[config.mk]
export PLATFORM = sky130hd
export DESIGN_NAME = rtc_tick_ctrl
export DESIGN_NICKNAME = d
export VERILOG_FILES = /design/src/rtl/rtc_ctl_pkg.sv /design/src/rtl/rtc_div_core.sv /design/src/rtl/rtc_rate_tap.sv /design/src/rtl/rtc_flag_unit.sv /design/src/rtl/rtc_tick_ctrl.sv
export SDC_FILE = /design/constraint.sdc
export NUM_CORES = 1
export LEC_CHECK = 0
export BUFFER_PORTS_ARGS = -buffer_cell sky130_fd_sc_hd__clkbuf_2
export CAP_MARGIN = 20
export CORE_AREA = 2 2 77 57
export CTS_BUF_LIST = sky130_fd_sc_hd__clkbuf_4 sky130_fd_sc_hd__clkbuf_8
export CTS_CLUSTER_DIAMETER = 100
export DETAILED_ROUTE_END_ITERATION = 10
export DIE_AREA = 0 0 79 59
export PLACE_DENSITY = 0.75
export REMOVE_ABC_BUFFERS = 1
export SETUP_SLACK_MARGIN = 0.3
export SLEW_MARGIN = 40
export SYNTH_ARGS = -nofsm -noshare
export SYNTH_HDL_FRONTEND = slang
export SYNTH_HIERARCHICAL = 1
export SYNTH_SLANG_ARGS = --single-unit
[constraint.sdc]
create_clock -name clk -period 4 [get_ports clk]
set_clock_uncertainty 0.15 [all_clocks]
set_input_delay 0.6 -clock clk [delete_from_list [all_inputs] [get_ports clk]]
set_output_delay 0.6 -clock clk [all_outputs]
set_load 0.05 [all_outputs]
[src/rtl/rtc_ctl_pkg.sv]
package rtc_ctl_pkg;

   typedef enum logic [1:0] {
      DIV_RUN   = 2'd0,
      DIV_RESET = 2'd1,
      DIV_STOP  = 2'd2
   } div_mode_e;

   // divider-mode field decode
   function automatic div_mode_e decode_mode(input logic [2:0] dv);
      if (dv == 3'b010)          return DIV_RUN;
      else if (dv[2:1] == 2'b11) return DIV_RESET;
      else                       return DIV_STOP;
   endfunction

   // prescaler tap for a rate code; 0 means no periodic output
   function automatic logic [4:0] rate_shift(input logic [3:0] rs);
      case (rs)
         4'd0:    return 5'd0;
         4'd1:    return 5'd7;
         4'd2:    return 5'd8;
         default: return {1'b0, rs} - 5'd1;
      endcase
   endfunction

endpackage

[src/rtl/rtc_div_core.sv]
module rtc_div_core
   import rtc_ctl_pkg::*;
#(
   parameter int DIV_W   = 15,
   parameter int UIP_LEN = 8
) (
   input  logic             clk,
   input  logic             rst_n,
   input  logic             tb_en,
   input  div_mode_e        mode,
   input  logic             set_hold,
   output logic [DIV_W-1:0] cnt,
   output logic             tick_now,
   output logic             upd_tick,
   output logic             uip
);

   localparam logic [DIV_W-1:0] CNT_MAX  = '1;
   localparam logic [DIV_W-1:0] CNT_HALF = DIV_W'(1) << (DIV_W - 1);
   localparam logic [DIV_W-1:0] UIP_FROM = CNT_MAX - DIV_W'(UIP_LEN - 1);

   logic run;
   assign run      = (mode == DIV_RUN);
   assign tick_now = run && tb_en && !set_hold && (cnt == CNT_MAX);
   assign uip      = run && !set_hold && (cnt >= UIP_FROM);

   always_ff @(posedge clk or negedge rst_n) begin
      if (!rst_n) begin
         cnt      <= CNT_HALF;
         upd_tick <= 1'b0;
      end else begin
         upd_tick <= tick_now;
         if (mode == DIV_RESET)  cnt <= CNT_HALF;
         else if (run && tb_en)  cnt <= cnt + 1'b1;
      end
   end

   // enables counted while the in-progress bit stays high
   logic [DIV_W-1:0] uip_en_cnt;
   always_ff @(posedge clk or negedge rst_n) begin
      if (!rst_n)              uip_en_cnt <= '0;
      else if (!uip)           uip_en_cnt <= '0;
      else if (tb_en)          uip_en_cnt <= uip_en_cnt + 1'b1;
   end


   hold_no_tick_chk: assert property (@(posedge clk) disable iff (!rst_n)
      (mode == DIV_RESET) |=> !upd_tick);

   uip_len_chk: assert property (@(posedge clk) disable iff (!rst_n)
      uip_en_cnt <= DIV_W'(UIP_LEN));

   tick_single_chk: assert property (@(posedge clk) disable iff (!rst_n)
      upd_tick |=> !upd_tick);

endmodule

[src/rtl/rtc_rate_tap.sv]
module rtc_rate_tap
   import rtc_ctl_pkg::*;
#(
   parameter int DIV_W = 15
) (
   input  logic             tb_en,
   input  logic             run,
   input  logic [3:0]       rs,
   input  logic [DIV_W-1:0] cnt,
   output logic             per_hit
);

   logic [4:0]       shift;
   logic [DIV_W-1:0] mask;

   always_comb begin
      shift   = rate_shift(rs);
      mask    = (DIV_W'(1) << shift) - DIV_W'(1);
      per_hit = tb_en && run && (shift != 5'd0) && ((cnt & mask) == mask);
   end

endmodule

[src/rtl/rtc_flag_unit.sv]
module rtc_flag_unit (
   input  logic clk,
   input  logic rst_n,
   input  logic set_pf,
   input  logic set_uf,
   input  logic clr,
   input  logic pie,
   input  logic uie,
   output logic pf,
   output logic uf,
   output logic irq
);

   always_ff @(posedge clk or negedge rst_n) begin
      if (!rst_n) begin
         pf <= 1'b0;
         uf <= 1'b0;
      end else begin
         pf <= set_pf | (pf & ~clr);
         uf <= set_uf | (uf & ~clr);
      end
   end

   assign irq = (pf & pie) | (uf & uie);


   pf_set_wins_chk: assert property (@(posedge clk) disable iff (!rst_n)
      set_pf |=> pf);

   uf_set_wins_chk: assert property (@(posedge clk) disable iff (!rst_n)
      set_uf |=> uf);

endmodule

[src/rtl/rtc_tick_ctrl.sv]
module rtc_tick_ctrl
   import rtc_ctl_pkg::*;
#(
   parameter int DIV_W   = 15,
   parameter int UIP_LEN = 8
) (
   input  logic       clk,
   input  logic       rst_n,
   input  logic       tb_en,
   input  logic       ctl_a_we,
   input  logic [7:0] ctl_a_wd,
   input  logic       set_hold,
   input  logic       pie,
   input  logic       uie,
   input  logic       flag_rd,
   output logic       upd_tick,
   output logic       uip,
   output logic       pf,
   output logic       uf,
   output logic       irq
);

   generate
      if (DIV_W < 15) begin : g_bad_width
         $error("DIV_W must cover the 2 Hz rate tap");
      end
      if (UIP_LEN < 1 || UIP_LEN >= (1 << (DIV_W - 1))) begin : g_bad_uip
         $error("UIP_LEN must fit inside the second half of the prescaler");
      end
   endgenerate

   logic [2:0] dv_q;
   logic [3:0] rs_q;

   always_ff @(posedge clk or negedge rst_n) begin
      if (!rst_n) begin
         dv_q <= 3'b111;
         rs_q <= 4'd0;
      end else if (ctl_a_we) begin
         dv_q <= ctl_a_wd[6:4];
         rs_q <= ctl_a_wd[3:0];
      end
   end

   div_mode_e        mode;
   logic [DIV_W-1:0] cnt;
   logic             tick_now;
   logic             per_hit;

   assign mode = decode_mode(dv_q);

   rtc_div_core #(.DIV_W(DIV_W), .UIP_LEN(UIP_LEN)) u_div (
      .clk      (clk),
      .rst_n    (rst_n),
      .tb_en    (tb_en),
      .mode     (mode),
      .set_hold (set_hold),
      .cnt      (cnt),
      .tick_now (tick_now),
      .upd_tick (upd_tick),
      .uip      (uip)
   );

   rtc_rate_tap #(.DIV_W(DIV_W)) u_rate (
      .tb_en   (tb_en),
      .run     (mode == DIV_RUN),
      .rs      (rs_q),
      .cnt     (cnt),
      .per_hit (per_hit)
   );

   rtc_flag_unit u_flags (
      .clk    (clk),
      .rst_n  (rst_n),
      .set_pf (per_hit),
      .set_uf (tick_now),
      .clr    (flag_rd),
      .pie    (pie),
      .uie    (uie),
      .pf     (pf),
      .uf     (uf),
      .irq    (irq)
   );


   set_gate_chk: assert property (@(posedge clk) disable iff (!rst_n)
      upd_tick |-> $past(!set_hold));

   uf_with_tick_chk: assert property (@(posedge clk) disable iff (!rst_n)
      upd_tick |-> uf);

endmodule

==> flow_summary_export.csv, run 1 <==
group,metric,value,unit
run_status,outcome,"finished clean",
logic_synthesis,postSynthCellCount,231,
critical_path,cp_max_fo,9,
floorplanning,die_h,59,um
critical_path,crit_arrival,3.59,ns
logic_synthesis,ys_seq_area_share,30.4,%
clock_network,cts_hold_repair.buffers,0,
detailed_routing,vias,1866,
global_route,grt_pass1_vias,1606,
critical_path,cpPeakStageDelay,0.41,ns
global_route,grt_pass1_wl,7840,um
detailed_routing,viasPerCell,6.14,
power,p_leak,0.986,nW
cells_and_area,drive_gt1_share,24.6,%
logic_synthesis,syn_area,0.00208,mm^2
sta,setup_viol,0,
sta,maxSlewViolCount,0,
critical_path,worstReg2RegEnd,"u_flags/pf",
power,peakVddDrop,235,uV
logic_synthesis,synth-edff-count,0,
logic_synthesis,synthXorXnorAreaFrac,2.95,%
clock_network,clockBufferDepth,2,
clock_network,clkSinkCount,25,
critical_path,cp-start-kind,"flip-flop",
sta,fmax,0.283,GHz
cells_and_area,diodes,0,
detailed_routing,final_antenna_net_count,0,
logic_synthesis,synth_top_family_by_area,"compound AO/OA/AOI/OAI gates",
logic_synthesis,synthSimpleGateAreaFrac,23.4,%
critical_path,r2r_cells,15,
floorplanning,fp.dieArea,0.00466,mm^2
detailed_routing,drtIter0Drc,123,
sta,relSlewSlack,59.0,%
global_route,track_usage,20.9,%
logic_synthesis,yosysUniqueCellTypes,70,
critical_path,timing.critical_path.slowest_stage_cell,"dfrtp_1",
detailed_routing,dr.pass1.iters,5,
power,p_per_area,337,mW/mm^2
clock_network,clk_pin_slew,0.08,ns
logic_synthesis,synth-async-reset-ratio,100,%
sta,hold_viol_final,0,
placed_design,place_hpwl,3470,um
global_route,grt_overflow,0,
critical_path,worst-path-buf-inv,3,
placed_design,portBuffers,19,
cells_and_area,syn_to_final_growth,10.4,%
critical_path,critPathKind,"flip-flop to flip-flop",
sta,fin_crit,3.53,ns
clock_network,h-tree-depth,1,
critical_path,crit_required,4.06,ns
logic_synthesis,synth_warnings,6,
logic_synthesis,synth_compound_area_share,24.8,%
logic_synthesis,synth_top_area_share,25.3,%
sta,finalCritPeriodShare,88.2,%
clock_network,clk_latency,0.26,ns
floorplanning,ios,21,
logic_synthesis,synth.area.top_cells,"dfrtp_1 (25%), ha_1 (5.4%), dfstp_2 (5.1%)",
sta,rsz0062_at_grt,"false",
clock_network,numCtsBuffers,3,
logic_synthesis,synth.largest_area_cell,"dfrtp_1",
sta,setup_ws,0.472,ns
floorplanning,start_util,53.9,%
floorplanning,die_x,79,um
cells_and_area,fin_nets,278,
global_route,antenna_found_initial,0,
detailed_routing,routed_wl,4600,um
clock_network,cts_tree,"done",
clock_network,clock-root-buffer,"clkbuf_8",
placed_design,place_congestion,0.976,
critical_path,cp_common_cell,"inv_1",
placed_design,pre_cts_slack,0.119,ns
flow_run,cap_violations,0,
logic_synthesis,syn_avg_cell_area,8.99,um^2
detailed_routing,wl_per_cell,15.1,um
logic_synthesis,ys.flop_type,"dfrtp_1",
global_route,grt_max_degree,26,
sta,timing.setup.tns,0,ns
min_path,min_path_type,"primary input to asynchronous set/reset pin",
logic_synthesis,synthAdderAreaFrac,5.42,%
logic_synthesis,ys_ff_latch,25,
floorplanning,core,0.00385,mm^2
critical_path,end_kind,"flip-flop",
critical_path,crit_chain,"inv_2 > ha_1 > o21bai_1 > a211o_1 > and2_2 > nor3_2 > inv_1 > ha_2 > inv_1 > o31ai_1 > a222oi_1 > o2111ai_1 > nor4b_2 > and4bb_1 > a21o_1",
sta,tightest_slew,0.614,ns
logic_synthesis,yosys-mux-area-fraction,6.75,%
critical_path,r2r_setup_slack,0.47,ns
critical_path,r2r-start,"rs_q[0]",
detailed_routing,drc_errors,0,
critical_path,path_delay_family,"compound AO/OA/AOI/OAI gates",
floorplanning,row_count,19,
[area by class of cell]
type | count | area (um^2)
clock inverters | 1 | 5.00
clock buffers | 3 | 41.3
repair buffers | 27 | 155
multi-input cells | 180 | 1330
well taps | 52 | 65.1
fillers | 361 | 1560
inverters | 16 | 60.1
flip-flops and latches | 25 | 631
[worst reg2reg max path, cell delays in order (launching register included)]
cell	delay [ns]
dfrtp_1	0.41
inv_2	0.08
ha_1	0.22
o21bai_1	0.16
a211o_1	0.36
and2_2	0.27
nor3_2	0.19
inv_1	0.07
ha_2	0.25
inv_1	0.11
o31ai_1	0.11
a222oi_1	0.34
o2111ai_1	0.18
nor4b_2	0.25
and4bb_1	0.23
a21o_1	0.09
[stage by stage]
step                std cells  cell area, um^2  util (%)  power, W  hold slack [ns]
floorplan                 221             2010         -  0.000534            0.154
global placement          298             2210      57.4  0.000611            0.339
detailed placement        298             2210      57.4  0.000615            0.351
finish                    304             2290      59.5  0.000772            0.180
CTS                       303             2280      59.2  0.000769            0.208
global route              304             2290      59.5  0.000831            0.228
[report_power, final]
part	internal, W	total (W)	switching (W)
Combinational	0.000136	0.000320	0.000185
Clock	0.0000695	0.000146	0.0000763
Sequential	0.000275	0.000306	0.0000312
Total	0.000480	0.000772	0.000292
[sequential cells by signal, indices dropped and copies added (netlist names)]
name and count:
u_div/upd_tick 1, u_flags/pf 1, u_div/cnt 15, dv_q 3, u_flags/uf 1, rs_q 4
[Yosys cell counts, types with 3 or more instances]
cell type,instances
nor3b_1,3
nor2_1,16
o31ai_1,4
a21oi_1,7
mux2_4,6
nand2_1,16
ha_1,9
mux2i_1,5
a211oi_1,3
dfstp_2,4
o211ai_1,5
dfrtp_1,21
xor2_1,4
and2_1,3
nor4_1,3
nor3_1,11
inv_1,15
o21ai_0,11
buf_6,3
a21o_1,4
buf_2,3
o21bai_1,3
xnor2_1,3
nor2b_1,3
nand3_1,9
[cells in the final DEF, fill, tap and decap left out, types with 4 or more instances in the layout]
master | netlist | layout
nand3_1 | 9 | 9
buf_4 | 1 | 8
a21o_1 | 4 | 4
inv_1 | 15 | 15
xor2_1 | 4 | 4
mux2i_1 | 5 | 5
mux2_4 | 6 | 6
ha_1 | 9 | 7
a21oi_1 | 7 | 7
nor3_1 | 11 | 10
dfstp_2 | 4 | 4
nor2_1 | 16 | 16
dfrtp_1 | 21 | 21
o21ai_0 | 11 | 10
clkbuf_2 | 1 | 19
o31ai_1 | 4 | 4
o211ai_1 | 5 | 5
nand2_1 | 16 | 16
[logic make-up after synthesis]
logic type / count (synthesis)
and+or+nand+nor: 86
AOI/OAI and AO/OA: 67
buffers and inverters: 26
DFF: 25
muxes: 11
adders and majority gates: 9
xor gates and xnor gates: 7
[worst max-delay path by stage]
| stage | from | endpoint | slack [ns] | cells past startpoint |
|---|---|---|---|---|
| global placement | rs_q[0] | u_flags/pf | 0.19 | 15 |
| global route | rs_q[0] | u_flags/pf | 0.27 | 15 |
| finish | rs_q[0] | u_flags/pf | 0.47 | 15 |
| CTS | rs_q[0] | u_flags/pf | 0.38 | 15 |
| floorplan | rs_q[0] | u_flags/pf | 0.28 | 15 |
| detailed placement | rs_q[0] | u_flags/pf | 0.12 | 15 |
[what timing repair did]
action | in CTS | in global routing
pin swaps | 0 | 2
hold endpoints to repair | 0 | 0
gates resized for setup | 3 | 2
gates cloned | 0 | 0
buffers inserted | 1 | 1
setup endpoints to repair | 1 | 1
[routing by layer]
metal	vias to the layer above	GRT usage (%)	part of all wire (%)
met5	-	0	0
met4	0	2.71	0.20
met3	2	3.66	6.9
met2	70	30.9	43
li1	908	-	-
met1	886	33.0	50
Note: power is estimated with default switching activity, not from simulation.
==> run 2: changes to the inputs <==
--- a/config.mk
+++ b/config.mk
@@ -7,16 +7,15 @@
 export LEC_CHECK = 0
 export BUFFER_PORTS_ARGS = -buffer_cell sky130_fd_sc_hd__clkbuf_2
 export CAP_MARGIN = 20
-export CORE_AREA = 2 2 77 57
+export CORE_AREA = 2 2 72 54
 export CTS_BUF_LIST = sky130_fd_sc_hd__clkbuf_4 sky130_fd_sc_hd__clkbuf_8
 export CTS_CLUSTER_DIAMETER = 100
 export DETAILED_ROUTE_END_ITERATION = 10
-export DIE_AREA = 0 0 79 59
+export DIE_AREA = 0 0 74 56
 export PLACE_DENSITY = 0.75
 export REMOVE_ABC_BUFFERS = 1
 export SETUP_SLACK_MARGIN = 0.3
 export SLEW_MARGIN = 40
 export SYNTH_ARGS = -nofsm -noshare
 export SYNTH_HDL_FRONTEND = slang
-export SYNTH_HIERARCHICAL = 1
 export SYNTH_SLANG_ARGS = --single-unit
==> run 2 against run 1 <==
Register-to-register slack gained 0.06 ns. Cell count shrank 12%. Global-route usage shrank 0.93 points. Clock-buffer cell count is the same. Routed wire length shrank 17%. Non-clock buffer count shrank 7. Synthesized cell count shrank 13%.
==> flow_summary_export.csv, run 2 <==
group,metric,value,unit
logic_synthesis,synth-edff-count,0,
sta,hold_viol_final,0,
placed_design,place_congestion,0.895,
global_route,antenna_found_initial,0,
sta,timing.setup.tns,0,ns
floorplanning,die_x,74,um
cells_and_area,final_common_cell,"nor2_1",
critical_path,crit_required,4.00,ns
critical_path,cpPeakStageDelay,0.46,ns
logic_synthesis,synth.largest_area_cell,"dfrtp_1",
placed_design,portBuffers,19,
sta,fin_crit,3.47,ns
critical_path,crit_arrival,3.47,ns
detailed_routing,drc_errors,0,
logic_synthesis,synth_common_cells,"nor2_1 (27), dfrtp_1 (21), nand2_1 (18), inv_1 (10), xor2_1 (10)",
run_status,outcome,"finished clean",
flow_run,cap_violations,0,
detailed_routing,dr.pass1.iters,4,
sta,rsz0062_at_grt,"false",
sta,maxSlewViolCount,0,
sta,fmax,0.288,GHz
logic_synthesis,syn_area,0.00180,mm^2
power,peakVddDrop,197,uV
floorplanning,core,0.00340,mm^2
detailed_routing,final_antenna_net_count,0,
cells_and_area,diodes,0,
sta,finalCritPeriodShare,86.7,%
logic_synthesis,synth.area.top_cells,"dfrtp_1 (29%), dfstp_2 (5.8%), nor2_1 (5.6%)",
logic_synthesis,ys.flop_type,"dfrtp_1",
detailed_routing,routed_wl,3820,um
clock_network,cts_tree,"done",
clock_network,clk_latency,0.27,ns
global_route,grt_overflow,0,
cells_and_area,largest_register_ffs,15,
power,p_leak,0.867,nW
cells_and_area,fin_nets,244,
clock_network,clock-root-buffer,"clkbuf_8",
clock_network,clkSinkCount,25,
cells_and_area,reg_top3,"u_div.cnt: 15 flops, rs_q: 4 flops, dv_q: 3 flops",
logic_synthesis,synth_warnings,0,
floorplanning,fp.dieArea,0.00414,mm^2
critical_path,r2r_cells,13,
min_path,min_path_type,"primary input to asynchronous set/reset pin",
cells_and_area,final_util,58.5,%
sta,tightest_slew,0.777,ns
logic_synthesis,ys_ff_latch,25,
logic_synthesis,yosysUniqueCellTypes,57,
logic_synthesis,syn_avg_cell_area,8.90,um^2
logic_synthesis,synth-async-reset-ratio,100,%
floorplanning,ios,21,
detailed_routing,wl_per_cell,14.2,um
detailed_routing,viasPerCell,5.71,
logic_synthesis,synth_top_area_share,29.2,%
logic_synthesis,ys_seq_area_share,35.1,%
detailed_routing,vias,1537,
cells_and_area,layout_common_cells,"nor2_1 (27), dfrtp_1 (20), clkbuf_2 (19)",
detailed_routing,drtIter0Drc,153,
critical_path,crit_chain,"inv_1 > ha_1 > nor4_1 > o311ai_2 > and2_2 > nand2_1 > ha_1 > inv_1 > nand3_1 > a2111oi_0 > o21ai_0 > o211ai_1 > o41ai_2",
cells_and_area,syn_to_final_growth,10.6,%
critical_path,critPathKind,"flip-flop to flip-flop",
clock_network,numCtsBuffers,3,
sta,setup_viol,0,
logic_synthesis,post-synth-top-count-cell,"nor2_1",
critical_path,timing.critical_path.slowest_stage_cell,"dfrtp_2",
global_route,grt_max_degree,26,
critical_path,cp_max_fo,10,
global_route,grt_pass1_vias,1423,
floorplanning,die_h,56,um
global_route,track_usage,20.0,%
cells_and_area,top_register,"u_div.cnt",
logic_synthesis,postSynthCellCount,202,
clock_network,h-tree-depth,1,
floorplanning,start_util,52.9,%
critical_path,end_kind,"flip-flop",
cells_and_area,drive_gt1_share,21.5,%
global_route,grt_pass1_wl,6620,um
placed_design,place_hpwl,2830,um
clock_network,post_cts_buffers,0,
floorplanning,row_count,18,
power,p_per_area,317,mW/mm^2
clock_network,clockBufferDepth,2,
clock_network,clk_pin_slew,0.09,ns
sta,relSlewSlack,48.1,%
critical_path,cp-start-kind,"flip-flop",
run 2: changes by cell type in the layout (fill, tap and decap cells not counted), moves of 4 or more:
cell,change
nor3_1,-7
inv_1,-5
mux2_4,-6
o31ai_1,-4
buf_4,-7
mux2_2,+5
nor2_1,+11
xor2_1,+6
run 2: path summary, 6_finish.rpt:
check | to | start | slack, ns
max in group asynchronous | rs_q[0] | rst_n | 3.09
hold / removal | u_flags.pf | rst_n | 0.17
setup / recovery | u_flags.pf | rs_q[0] | 0.53
min in group clk | u_flags.uf | flag_rd | 0.37
setup reg to reg | u_flags.pf | rs_q[0] | 0.53
hold reg to reg | u_flags.pf | u_flags.pf | 0.39
run 2: worst max-delay path, delay by kind of cell (launching register included):
| kind | cells | cell delay (ns) |
|---|---|---|
| AO/OA/AOI/OAI | 5 | 1.26 |
| adder cells (fa/ha/maj) | 2 | 0.48 |
| flip-flops | 1 | 0.46 |
| buffers and inverters | 2 | 0.40 |
| AND/OR/NAND/NOR | 4 | 0.58 |
run 2: stage by stage:
step | hold slack [ns] | cell area, um^2 | setup slack [ns] | std cells | total power [W]
final | 0.170 | 1990 | 0.531 | 269 | 0.000631
after global placement | 0.356 | 1930 | 0.462 | 265 | 0.000477
after detailed placement | 0.359 | 1930 | 0.479 | 265 | 0.000478
after floorplan | 0.154 | 1770 | 0.930 | 195 | 0.000428
after global routing | 0.214 | 1990 | 0.335 | 269 | 0.000668
after CTS | 0.201 | 1980 | 0.449 | 269 | 0.000627
run 2: power breakdown:
| group | switching (W) | internal [W] |
|---|---|---|
| Sequential | 0.0000155 | 0.000265 |
| Clock | 0.0000815 | 0.0000698 |
| Combinational | 0.000117 | 0.0000819 |
| Total | 0.000214 | 0.000417 |
run 2: kinds of logic after synthesis:
logic type	Yosys count	share of synthesized area, %
fa+ha+maj	8	5.57
compound gates	41	17.8
mux	7	4.24
flops	25	35.1
simple gates	89	26.1
xor+xnor	15	7.31
buf+inv	17	3.90
run 2: final cells by class:
| cell class | instances | area [um^2] |
|---|---|---|
| Fill cell | 301 | 1410 |
| Multi-Input combinational cell | 160 | 1110 |
| Sequential cell | 25 | 632 |
| Timing Repair Buffer | 20 | 103 |
| Tap cell | 50 | 62.6 |
| Clock buffer | 3 | 41.3 |
| Inverter | 10 | 37.5 |
| Clock inverter | 1 | 5.00 |
run 2: per-layer routing:
layer | vias up | GRT usage [%] | part of all wire [%]
met5 | - | 0 | 0
met2 | 49 | 26.5 | 42
met3 | 4 | 3.80 | 5.3
li1 | 759 | - | -
met4 | 0 | 4.68 | 0.42
met1 | 725 | 32.7 | 52
run 2: what timing repair did:
| item | in CTS | in global routing |
|---|---|---|
| gates resized for setup | 0 | 4 |
| endpoints found under the setup margin | 0 | 1 |
| hold buffers | 0 | 0 |
